<file path="config.mk">
export PLATFORM = sky130hd
export DESIGN_NAME = trap_stack_unit
export DESIGN_NICKNAME = d
export VERILOG_FILES = /design/src/rtl/trap_stack_pkg.sv /design/src/rtl/tsu_status_stack.sv /design/src/rtl/tsu_pc_stack.sv /design/src/rtl/tsu_vector_gen.sv /design/src/rtl/tsu_cr_read.sv /design/src/rtl/trap_stack_unit.sv
export SDC_FILE = /design/constraint.sdc
export NUM_CORES = 1
export LEC_CHECK = 0
export BUFFER_PORTS_ARGS = -buffer_cell sky130_fd_sc_hd__buf_2
export CORE_MARGIN = 4
export CORE_UTILIZATION = 43
export DETAILED_ROUTE_END_ITERATION = 12
export PLACE_DENSITY = 0.69
export SLEW_MARGIN = 20
export SYNTH_ARGS = -nofsm -noshare
export SYNTH_HDL_FRONTEND = slang
export SYNTH_SLANG_ARGS = --single-unit
</file>
<file path="constraint.sdc">
create_clock -name clk -period 2.3 [get_ports clk]
set_input_delay 0.115 -clock clk [delete_from_list [all_inputs] [get_ports clk]]
set_output_delay 0.115 -clock clk [all_outputs]
set_load 0.005 [all_outputs]
</file>
<file path="src/rtl/trap_stack_pkg.sv">
package trap_stack_pkg;

  localparam int unsigned XLEN     = 32;
  localparam int unsigned SM_BIT   = 7;
  localparam int unsigned IE_BIT   = 6;
  localparam int unsigned CC_BIT   = 0;
  localparam int unsigned BKP_OFS  = 8;

  // three implemented status bits
  typedef struct packed {
    logic sm;
    logic ie;
    logic cc;
  } stat_t;

  typedef enum logic [1:0] {
    SEL_STAT  = 2'd0,
    SEL_STAT2 = 2'd1,
    SEL_RET   = 2'd2,
    SEL_RET2  = 2'd3
  } cr_sel_e;

  // pull a status triple out of a word, starting at bit offset ofs
  function automatic stat_t stat_from_word(logic [XLEN-1:0] w, int unsigned ofs);
    stat_t s;
    s.sm = w[ofs + SM_BIT];
    s.ie = w[ofs + IE_BIT];
    s.cc = w[ofs + CC_BIT];
    return s;
  endfunction

  // place a status triple into an otherwise zero word
  function automatic logic [XLEN-1:0] stat_to_word(stat_t s, int unsigned ofs);
    logic [XLEN-1:0] w;
    w = '0;
    w[ofs + SM_BIT] = s.sm;
    w[ofs + IE_BIT] = s.ie;
    w[ofs + CC_BIT] = s.cc;
    return w;
  endfunction

  // live status after trap entry
  function automatic stat_t stat_on_trap(stat_t s);
    stat_t r;
    r.sm = s.sm;
    r.ie = 1'b0;
    r.cc = 1'b0;
    return r;
  endfunction

endpackage

</file>
<file path="src/rtl/tsu_status_stack.sv">
module tsu_status_stack
  import trap_stack_pkg::*;
(
  input  logic  clk,
  input  logic  rst_n,
  input  logic  trap_fire,
  input  logic  wr_pair_en,
  input  logic  wr_lvl2_en,
  input  stat_t wr_live,
  input  stat_t wr_bkp,
  input  stat_t wr_lvl2,
  output stat_t live_q,
  output stat_t bkp_q,
  output stat_t lvl2_q
);

  stat_t live_d, bkp_d, lvl2_d;

  always_comb begin
    live_d = live_q;
    bkp_d  = bkp_q;
    lvl2_d = lvl2_q;
    if (trap_fire) begin
      lvl2_d = bkp_q;
      bkp_d  = live_q;
      live_d = stat_on_trap(live_q);
    end else begin
      if (wr_pair_en) begin
        live_d = wr_live;
        bkp_d  = wr_bkp;
      end
      if (wr_lvl2_en) begin
        lvl2_d = wr_lvl2;
      end
    end
  end

  always_ff @(posedge clk) begin
    if (!rst_n) begin
      live_q <= '0;
      bkp_q  <= '0;
      lvl2_q <= '0;
    end else begin
      live_q <= live_d;
      bkp_q  <= bkp_d;
      lvl2_q <= lvl2_d;
    end
  end

endmodule

</file>
<file path="src/rtl/tsu_pc_stack.sv">
module tsu_pc_stack #(
  parameter int unsigned XW        = 32,
  parameter int unsigned ALIGN_LOG = 2,
  parameter int unsigned RET_STEP  = 4
) (
  input  logic          clk,
  input  logic          rst_n,
  input  logic          trap_fire,
  input  logic [XW-1:0] trap_pc,
  input  logic          wr_ret_en,
  input  logic          wr_ret2_en,
  input  logic [XW-1:0] wr_data,
  output logic [XW-1:0] ret_q,
  output logic [XW-1:0] ret2_q
);

  localparam logic [XW-1:0] ALIGN_MASK = ~((XW'(1) << ALIGN_LOG) - XW'(1));

  function automatic logic [XW-1:0] align_addr(logic [XW-1:0] a);
    return a & ALIGN_MASK;
  endfunction

  function automatic logic [XW-1:0] return_addr(logic [XW-1:0] pc);
    return align_addr(pc + XW'(RET_STEP));
  endfunction

  logic [XW-1:0] ret_d, ret2_d;

  always_comb begin
    ret_d  = ret_q;
    ret2_d = ret2_q;
    if (trap_fire) begin
      ret2_d = ret_q;
      ret_d  = return_addr(trap_pc);
    end else begin
      if (wr_ret_en)  ret_d  = align_addr(wr_data);
      if (wr_ret2_en) ret2_d = align_addr(wr_data);
    end
  end

  always_ff @(posedge clk) begin
    if (!rst_n) begin
      ret_q  <= '0;
      ret2_q <= '0;
    end else begin
      ret_q  <= ret_d;
      ret2_q <= ret2_d;
    end
  end

endmodule

</file>
<file path="src/rtl/tsu_vector_gen.sv">
module tsu_vector_gen #(
  parameter int unsigned       XW        = 32,
  parameter int unsigned       NUM_W     = 4,
  parameter int unsigned       STEP_LOG  = 2,
  parameter logic [XW-1:0]     BASE      = 32'h40
) (
  input  logic [NUM_W-1:0] num,
  output logic [XW-1:0]    vec
);

  function automatic logic [XW-1:0] handler_addr(logic [NUM_W-1:0] n);
    return BASE + (XW'(n) << STEP_LOG);
  endfunction

  assign vec = handler_addr(num);

endmodule

</file>
<file path="src/rtl/tsu_cr_read.sv">
module tsu_cr_read
  import trap_stack_pkg::*;
(
  input  logic [1:0]      sel,
  input  stat_t           live,
  input  stat_t           bkp,
  input  stat_t           lvl2,
  input  logic [XLEN-1:0] ret,
  input  logic [XLEN-1:0] ret2,
  output logic [XLEN-1:0] data
);

  always_comb begin
    data = '0;
    unique case (cr_sel_e'(sel))
      SEL_STAT:  data = stat_to_word(live, 0) | stat_to_word(bkp, BKP_OFS);
      SEL_STAT2: data = stat_to_word(lvl2, 0);
      SEL_RET:   data = ret;
      SEL_RET2:  data = ret2;
      default:   data = '0;
    endcase
  end

endmodule

</file>
<file path="src/rtl/trap_stack_unit.sv">
module trap_stack_unit
  import trap_stack_pkg::*;
#(
  parameter int unsigned NUM_W    = 4,
  parameter int unsigned STEP_LOG = 2,
  parameter int unsigned RET_STEP = 4,
  parameter logic [31:0] VEC_BASE = 32'h40
) (
  input  logic             clk,
  input  logic             rst_n,
  input  logic             trap_req,
  input  logic [NUM_W-1:0] trap_num,
  input  logic [31:0]      trap_pc,
  input  logic             cr_wr_en,
  input  logic [1:0]       cr_wr_sel,
  input  logic [31:0]      cr_wr_data,
  input  logic [1:0]       cr_rd_sel,
  output logic [31:0]      cr_rd_data,
  output logic [31:0]      vec_out
);

  // named internal events for the checker
  logic  trap_fire;
  logic  wr_fire;
  logic  wr_pair_en, wr_lvl2_en, wr_ret_en, wr_ret2_en;
  stat_t live_st, bkp_st, lvl2_st;
  stat_t wr_live, wr_bkp, wr_lvl2;
  logic [31:0] ret_q, ret2_q;

  assign trap_fire = trap_req;
  assign wr_fire   = cr_wr_en & ~trap_req;

  assign wr_pair_en = wr_fire && (cr_sel_e'(cr_wr_sel) == SEL_STAT);
  assign wr_lvl2_en = wr_fire && (cr_sel_e'(cr_wr_sel) == SEL_STAT2);
  assign wr_ret_en  = wr_fire && (cr_sel_e'(cr_wr_sel) == SEL_RET);
  assign wr_ret2_en = wr_fire && (cr_sel_e'(cr_wr_sel) == SEL_RET2);

  assign wr_live = stat_from_word(cr_wr_data, 0);
  assign wr_bkp  = stat_from_word(cr_wr_data, BKP_OFS);
  assign wr_lvl2 = stat_from_word(cr_wr_data, 0);

  tsu_status_stack u_stat (
    .clk        (clk),
    .rst_n      (rst_n),
    .trap_fire  (trap_fire),
    .wr_pair_en (wr_pair_en),
    .wr_lvl2_en (wr_lvl2_en),
    .wr_live    (wr_live),
    .wr_bkp     (wr_bkp),
    .wr_lvl2    (wr_lvl2),
    .live_q     (live_st),
    .bkp_q      (bkp_st),
    .lvl2_q     (lvl2_st)
  );

  tsu_pc_stack #(
    .XW        (32),
    .ALIGN_LOG (STEP_LOG),
    .RET_STEP  (RET_STEP)
  ) u_pc (
    .clk        (clk),
    .rst_n      (rst_n),
    .trap_fire  (trap_fire),
    .trap_pc    (trap_pc),
    .wr_ret_en  (wr_ret_en),
    .wr_ret2_en (wr_ret2_en),
    .wr_data    (cr_wr_data),
    .ret_q      (ret_q),
    .ret2_q     (ret2_q)
  );

  tsu_vector_gen #(
    .XW       (32),
    .NUM_W    (NUM_W),
    .STEP_LOG (STEP_LOG),
    .BASE     (VEC_BASE)
  ) u_vec (
    .num (trap_num),
    .vec (vec_out)
  );

  tsu_cr_read u_rd (
    .sel  (cr_rd_sel),
    .live (live_st),
    .bkp  (bkp_st),
    .lvl2 (lvl2_st),
    .ret  (ret_q),
    .ret2 (ret2_q),
    .data (cr_rd_data)
  );

endmodule

</file>
== Word level (Yosys, flattened, before mapping) ==
Cells that the tools add are included.
Cells by class
  eq/ne operators: 6
  multiplexer cells: 9
  bitwise operators: 4
  add/subtract/negate cells: 2
  reduce and logical (&&, ||, !) cells: 12
Operators by type and width (count)
  $mux 32: 4
  $pmux 32 s4: 1
  $add 32x3->32 const B: 1
  $or 8x16->16: 1
  $mux 3: 4
  $add 7x6->8 const A: 1
  $eq 2x2->1 const B: 4
  $reduce_bool 2->1: 4
  $eq 2x1->1 const B: 2
  $logic_and 1x1->1: 4
  $logic_not 2->1: 2
  $not 1->1: 2
  $reduce_and 2->1: 1
  $reduce_or 2->1: 1
  $and 1x1->1: 1
Word-level totals
  bits in registers: 71
  input bits: 76
  output and inout bits: 64

== Logic depth before layout (Yosys ltp) ==
Gate-level depths: netlist of the first run.
  depth in word-level cells: 5
  mapped depth: 7
  depth with buffers taken out: 5

== Cells and area by module ==
Synthesis of the first run repeated with hierarchy kept, for this count alone.
Unflattened totals
  cell total of the unflattened synthesis: 565
  area total of the unflattened synthesis: 4662.0 sq um
Modules (own cells, without submodules)
  tsu_pc_stack: area each 3363.2 sq um, cells each 417, sequential area each 1201.2 sq um, instances 1
  tsu_cr_read: area each 616.8 sq um, cells each 72, sequential area each 0.0 sq um, instances 1
  tsu_status_stack: area each 384.1 sq um, cells each 38, sequential area each 180.2 sq um, instances 1
  tsu_vector_gen: area each 247.7 sq um, cells each 34, sequential area each 0.0 sq um, instances 1
  trap_stack_unit: area each 50.0 sq um, cells each 4, sequential area each 0.0 sq um, instances 1

== Worst setup path after synthesis of the first run ==
OpenSTA, ideal clock, no wires.
  kind: input to register
  start: in trap_pc[2]
  end: reg u_pc.ret_q[20]
  path buffers: 2
  setup slack: 586 ps
  data required time: 2209 ps
  data arrival time: 1623 ps
  cell stages on the path: 7
  cell sequence: ha_1 clkbuf_1 nand2_1 or4_1 buf_2 or3_1 a311oi_1
On the way
  longest elaborated chain between the ends: 2
Ends and longest elaborated chain
  start: declaration: line trap_stack_unit.sv:13  | input logic [31:0] trap_pc,
  $add 32x3->32: line tsu_pc_stack.sv:24  | return align_addr(pc + XW'(RET_STEP));
  $mux 32: line tsu_pc_stack.sv:32  | if (trap_fire) begin
  end signal: assignment: line tsu_pc_stack.sv:46  | ret_q <= ret_d;
  end: declaration: line tsu_pc_stack.sv:13  | output logic [XW-1:0] ret_q,
Every way passes these cells.
A chain may end at the register's enable or synchronous reset.

== Worst setup path after layout of the first run ==
Same ends and word-level chain as after synthesis.

==> results of run 1 <==
[worst max-delay path by stage]
stage,to,slack [ns],startpoint,cells past startpoint
floorplan,u_pc.ret_q[20],0.59,trap_pc[2],7
global placement,u_pc.ret_q[20],0.50,trap_pc[4],5
detailed placement,u_pc.ret_q[20],0.48,trap_pc[4],5
CTS,u_pc.ret_q[20],0.42,trap_pc[2],7
global route,u_pc.ret_q[20],0.33,trap_pc[2],7
finish,u_pc.ret_q[20],0.40,trap_pc[2],7
[worst min-delay path: stages]
cell     delay [ns]
buf_2          0.09
mux2i_1        0.06
nor2_1         0.09
[synthesized netlist by cell type (12+ instances only)]
| cell type | instances | area share, % |
|---|---|---|
| nor2_1 | 39 | 3.3 |
| dfxtp_1 | 69 | 31 |
| buf_4 | 33 | 5.6 |
| nand4_1 | 14 | 2.0 |
| a211oi_1 | 14 | 2.4 |
| mux2i_1 | 33 | 7.4 |
| mux2_2 | 16 | 4.0 |
| a21oi_1 | 12 | 1.3 |
| nand2_1 | 80 | 6.7 |
| a311oi_1 | 34 | 6.7 |
| clkbuf_1 | 33 | 2.8 |
| o21ai_0 | 18 | 2.0 |
| nor2b_1 | 32 | 4.5 |
[metal layers]
metal	share of wire [%]	track usage, %	wire, um
met4	1.9	8.28	245
met3	7.8	3.11	1010
met1	45	29.8	5800
met2	46	33.3	5900
met5	0	0	0
[flip-flops by register name, indices dropped and copies added (netlist names)]
| signal | flops |
|---|---|
| u_stat.live_q | 3 |
| u_stat.bkp_q | 3 |
| u_stat.lvl2_q | 3 |
| u_pc.ret2_q | 30 |
| u_pc.ret_q | 30 |
[cell type report]
type                    instances  share of cell area [%]
clock buffers                  13                    3.29
clock inverters                 3                   0.828
inverters                       6                   0.438
multi-input cells             426                    53.3
flip-flops and latches         69                    26.9
well taps                     133                    3.24
repair buffers                115                    12.0
[repair_timing]
item                                   4_1_cts  5_1_grt
buffers inserted                             0        0
hold buffers                                 1        0
endpoints found under the hold margin        1        0
setup endpoints to repair                    0        0
[stage by stage]
| stage | instances | hold slack [ns] | utilization [%] | instance area [um2] |
|---|---|---|---|---|
| floorplan | 577 | 0.217 | - | 4550 |
| global placement | 748 | 0.230 | 49.6 | 4910 |
| detailed placement | 748 | 0.230 | 49.6 | 4910 |
| CTS | 765 | 0.0359 | 51.8 | 5140 |
| global route | 765 | 0.0480 | 51.8 | 5140 |
| finish | 765 | 0.0407 | 51.8 | 5140 |
[cell families after synthesis]
| family | Yosys count | share of synthesized area (%) |
|---|---|---|
| mux | 51 | 12.5 |
| flops | 69 | 31.0 |
| fa+ha+maj | 1 | 0.281 |
| xor+xnor | 12 | 2.36 |
| compound gates | 114 | 18.9 |
| simple gates | 219 | 25.0 |
| buf+inv | 82 | 9.76 |
| other cells | 2 | 0.169 |
[power groups by stage]
stage	combinational, uW	sequential [uW]	clock (uW)
floorplan	369	1340	0
global placement	523	1350	0
detailed placement	535	1350	0
CTS	540	1330	1060
global route	603	1340	1110
finish	544	1330	1050
==> flow_metrics.py, run 1 <==
metrics = {
    "floorplanning": {
        "floorplan.io_pins": 140,
        "fp.dieArea_um2": 12000,
        "fp.dieH_um": 110,
        "initial_core_util_pct": 44.9,
        "die_x_um": 110,
        "core_area_um2": 9910,
        "num_rows": 36,
    },
    "timing": {
        "setup-violations-final": 0,
        "rsz_0062_raised_after_global_routing": "no",
        "top_achievable_clock_speed_ghz": 0.526,
        "finalMaxSlewViolations": 0,
        "setup_slack_ns": 0.401,
        "final_min_period_over_clock_period_pct": 82.6,
        "finClkSkew_ns": 0.00558,
        "timing.final.crit_period_ns": 1.90,
        "actual_transition_at_the_worst_max_transition_pin_ns": 0.590,
        "max_slew_margin_pct": 60.5,
        "final_hold_viol_count": 0,
        "final.setup.tns_ns": 0,
    },
    "cts": {
        "ctsRootBufferMaster": "clkbuf_8",
        "tritoncts_buffer_count": 9,
        "clock_sinks": 69,
        "htreeDepth": 3,
        "worstSkewPairLatency_ns": 0.34,
        "tritoncts": "done",
        "ctsLongestPathBuffers": 2,
        "clk_transition_reported_paths_ns": 0.08,
        "cts.repair.resized": 0,
    },
    "yosys": {
        "synth-warning-count": 0,
        "ys_seq_area_share_pct": 31.0,
        "post_synth.cell_area_avg_um2": 8.09,
        "synth_edf_count": 0,
        "asyncSetResetFlopFracSynth_pct": 0,
        "synthesis.area_um2": 4450,
        "ys_ff_latch": 69,
        "instance_count_of_the_mapped_netlist": 550,
        "synth_cell_types": 51,
        "synth_top_flop_cell": "dfxtp_1",
    },
    "power": {
        "switching_share_pct": 28.0,
        "fin_total_pwr_uw": 2920,
        "seq_power_share_pct": 45.5,
        "combPwrFrac_pct": 18.7,
        "power_density_nw_per_um2": 568,
        "cellInternalPower_uw": 2100,
        "irDropWorstVdd_mv": 0.275,
        "clock_power_share_pct": 35.8,
        "power.static_leakage_uw": 0.00213,
        "sw_power_uw": 818,
    },
    "grt": {
        "grt_remaining_overflow": 0,
        "global_route_wire_length_before_repair_um": 20400,
        "groute.usage.overall_pct": 21.4,
        "antenna_found_initial": 0,
        "first_global_vias": 4072,
        "largest_net_degree_at_the_start_of_global_routing": 52,
    },
    "setup_path": {
        "crit_path_top_delay_cell": "or4_1",
        "end_kind": "flop",
        "critPathBufInv": 2,
        "cpLargestDelayFamily": "simple AND/OR/NAND/NOR gates",
        "timing.reg2reg.setup_slack_ns": 1.32,
        "timing.setup.critical_path_class": "in2reg",
        "timing.critical_path.cells": "dlygate4sd3_1 -> buf_2 -> ha_1 -> nand2_1 -> or4_1 -> or3_1 -> a311oi_1",
        "worstReg2RegStart": "u_pc.ret_q[27]",
        "timing.critical_path.required_ns": 2.55,
        "critical_path.startpoint_type": "primary input",
        "crit_arrival_ns": 2.15,
        "cp_slowest_stage_delay_ns": 0.55,
        "cp_max_fo": 8,
        "worst_r2r_path_depth": 3,
        "reg2reg_to": "u_pc.ret_q[27]",
    },
    "detailed_routing": {
        "detail_route.first_pass.iterations": 5,
        "remaining_design_rule_violation_count": 0,
        "drtAntennaViolNets": 0,
        "vias_per_cell": 5.77,
        "detailroute.via_count": 4415,
        "routed_wl_um": 12900,
        "dr.first_iter.drc_count": 340,
        "routedWlPerCell_um": 16.9,
    },
    "placement": {
        "pre_cts_slack_ns": 0.482,
        "gp_routability_congestion": 0.832,
        "buffer_ports.inserted": 99,
        "place.detailed.hpwl_um": 9330,
    },
    "min_path": {
        "min-delay-start": "cr_wr_data[0]",
        "worstHoldEndpoint": "u_stat.live_q[0]",
        "worstHoldPathType": "in2reg",
        "hold-path-cell-count": 3,
    },
    "layout": {
        "mostFrequentLayoutCell": "buf_2",
        "antennaDiodeCount": 0,
        "nets": 704,
        "multi_input_comb_area_um2": 2740,
        "seq_area_um2": 1380,
        "layout_common_cells": "99 x buf_2, 80 x nand2_1, 69 x dfxtp_1",
        "drive_gt1_share_pct": 24.2,
        "syn_to_final_growth_pct": 15.4,
        "num-fill-cells": 982,
    },
    "outcome": {
        "outcome": "completed",
    },
    "job": {
        "drv.max_cap_violation_count": 0,
    },
}
Power figures use the tool's default switching activity.
==> run 2, diff against run 1 <==
--- a/config.mk
+++ b/config.mk
@@ -9,7 +9,7 @@
 export CORE_MARGIN = 4
 export CORE_UTILIZATION = 43
 export DETAILED_ROUTE_END_ITERATION = 12
-export PLACE_DENSITY = 0.69
+export PLACE_DENSITY = 0.72
 export SLEW_MARGIN = 20
 export SYNTH_ARGS = -nofsm -noshare
 export SYNTH_HDL_FRONTEND = slang
==> constraint.sdc (replaced) <==
create_clock -name clk -period 1.6 [get_ports clk]
set_input_delay 0.08 -clock clk [delete_from_list [all_inputs] [get_ports clk]]
set_output_delay 0.08 -clock clk [all_outputs]
set_load 0.005 [all_outputs]
==> run 2 against run 1 <==
  * Utilization grew 3.8 points
  * Setup slack lost 0.17 ns
  * Register-to-register slack lost 0.65 ns
  * Critical endpoint unchanged
  * Sequential share of layout area shrank 1.8 points
  * Cell count grew 5.5%
  * Global-route usage grew 0.71 points
  * Clock power grew 37%
  * Hold slack lost 0.030 ns
  * Clock skew grew 0.0047 ns
  * Cell area grew 7.4%
  * First-iteration DRC count shrank 14%
==> flow_metrics.py, run 2 (synthesis results as in run 1) <==
metrics = {
    "outcome": {
        "outcome": "completed",
    },
    "power": {
        "clock_power_share_pct": 34.3,
        "fin_total_pwr_uw": 4210,
        "sw_power_uw": 1220,
        "irDropWorstVdd_mv": 0.463,
        "switching_share_pct": 29.0,
        "power_density_nw_per_um2": 764,
        "seq_power_share_pct": 45.4,
        "power.static_leakage_uw": 0.00232,
        "cellInternalPower_uw": 2990,
        "combPwrFrac_pct": 20.3,
    },
    "setup_path": {
        "timing.setup.critical_path_class": "in2reg",
        "timing.critical_path.required_ns": 1.87,
        "critical_path.startpoint_type": "primary input",
        "timing.critical_path.cells": "buf_2 -> nand4_2 -> or4_1 -> or3_1 -> a311oi_1",
        "end_kind": "flop",
        "cpLargestDelayFamily": "simple AND/OR/NAND/NOR gates",
        "crit_path_top_delay_cell": "or4_1",
        "cp_max_fo": 8,
        "crit_arrival_ns": 1.64,
        "critPathBufInv": 1,
        "cp_slowest_stage_delay_ns": 0.70,
        "timing.reg2reg.setup_slack_ns": 0.67,
    },
    "layout": {
        "utilization_after_layout_pct": 55.6,
        "nets": 747,
        "syn_to_final_growth_pct": 23.9,
        "mostFrequentLayoutCell": "buf_2",
        "num-fill-cells": 927,
        "layout_common_cells": "99 x buf_2, 80 x nand2_1, 69 x dfxtp_1",
        "antennaDiodeCount": 0,
        "largestRegisters": "u_pc.ret2_q x30, u_pc.ret_q x30",
        "drive_gt1_share_pct": 27.3,
    },
    "grt": {
        "largest_net_degree_at_the_start_of_global_routing": 61,
        "grt_remaining_overflow": 0,
        "groute.usage.overall_pct": 22.1,
        "global_route_wire_length_before_repair_um": 21100,
        "antenna_found_initial": 1,
        "first_global_vias": 4357,
    },
    "min_path": {
        "worstHoldPathType": "in2reg",
    },
    "timing": {
        "setup_slack_ns": 0.228,
        "top_achievable_clock_speed_ghz": 0.729,
        "final_min_period_over_clock_period_pct": 85.8,
        "final_hold_viol_count": 0,
        "finClkSkew_ns": 0.0103,
        "finalMaxSlewViolations": 0,
        "rsz_0062_raised_after_global_routing": "no",
        "final.setup.tns_ns": 0,
        "timing.final.crit_period_ns": 1.37,
        "setup-violations-final": 0,
    },
    "floorplanning": {
        "num_rows": 36,
        "core_area_um2": 9910,
        "fp.dieH_um": 110,
        "die_x_um": 110,
        "floorplan.io_pins": 140,
        "initial_core_util_pct": 44.9,
        "fp.dieArea_um2": 12000,
    },
    "cts": {
        "clk_transition_reported_paths_ns": 0.07,
        "tritoncts_buffer_count": 9,
        "ctsLongestPathBuffers": 2,
        "clock_sinks": 69,
        "ctsRootBufferMaster": "clkbuf_8",
        "htreeDepth": 3,
        "post-cts-setup-buffer-count": 0,
        "tritoncts": "done",
        "worstSkewPairLatency_ns": 0.36,
    },
    "placement": {
        "pre_cts_slack_ns": -0.148,
        "gp_routability_congestion": 0.922,
        "place.detailed.hpwl_um": 9950,
        "buffer_ports.inserted": 99,
    },
    "detailed_routing": {
        "routedWlPerCell_um": 16.4,
        "drtAntennaViolNets": 0,
        "detail_route.first_pass.iterations": 7,
        "routed_wl_um": 13200,
        "vias_per_cell": 5.68,
        "detailroute.via_count": 4582,
        "remaining_design_rule_violation_count": 0,
        "dr.first_iter.drc_count": 294,
    },
    "job": {
        "drv.max_cap_violation_count": 0,
    },
}
## run 2: cell types whose count changed in the layout (fill, tap and decap cells not counted)
cell / previous run / this run
clkinvlp_4: 1 / 3
clkbuf_1: 1 / 0
clkinv_4: 0 / 1
dlygate4sd3_1: 1 / 13
clkinv_2: 1 / 0
buf_4: 15 / 43
buf_12: 0 / 3
clkbuf_8: 12 / 10
## run 2: worst paths after layout
check | start | cells after the start | end
max | trap_pc[5] | 5 | u_pc.ret_q[20]
min reg2reg | u_stat.lvl2_q[1] | 2 | u_stat.lvl2_q[1]
min | cr_wr_data[20] | 3 | u_pc.ret2_q[20]
max reg2reg | u_pc.ret_q[16] | 3 | u_pc.ret_q[16]
## run 2: routing by layer
metal  wire length [um]  track usage [%]  part of all wire, %
met1               5760             28.8                   43
met2               6280             36.4                   47
met3                959             4.70                  7.2
met4                223             7.30                  1.7
met5                 13                0                0.098
## run 2: area by class of cell
class                   instances  area [um2]  area share, %
flip-flops and latches         69        1380           25.1
inverters                       6        22.5          0.408
clock inverters                 5        61.3           1.11
multi-input cells             426        2740           49.6
repair buffers                158        1010           18.3
clock buffers                  10         138           2.50
well taps                     133         166           3.02
## run 2: what timing repair did
item | CTS | global route
hold endpoints to repair | 13 | 0
gates resized for setup | 0 | 0
endpoints found under the setup margin | 0 | 0
hold buffers | 13 | 0
## run 2: tightest hold or removal path: cells and delay by family
family / cells / cell delay (ns)
AOI/OAI and AO/OA: 1 / 0.07
buffers and inverters: 1 / 0.12
and+or+nand+nor: 1 / 0.05
## run 2: stage by stage
stage | area (um2) | hold slack [ns] | cells
floorplan | 4550 | 0.182 | 577
global route | 5510 | 0.0108 | 807
global placement | 5180 | 0.160 | 779
CTS | 5510 | 0.00106 | 807
detailed placement | 5180 | 0.160 | 779
finish | 5510 | 0.0103 | 807
## run 2: power by group through the flow
stage / Sequential [uW] / Combinational, uW / Clock, uW
2_1_floorplan: 1930 / 531 / 0
3_3_place_gp: 1940 / 802 / 0
3_5_place_dp: 1950 / 822 / 0
4_1_cts: 1910 / 852 / 1470
5_1_grt: 1930 / 945 / 1540
6_report: 1910 / 856 / 1440
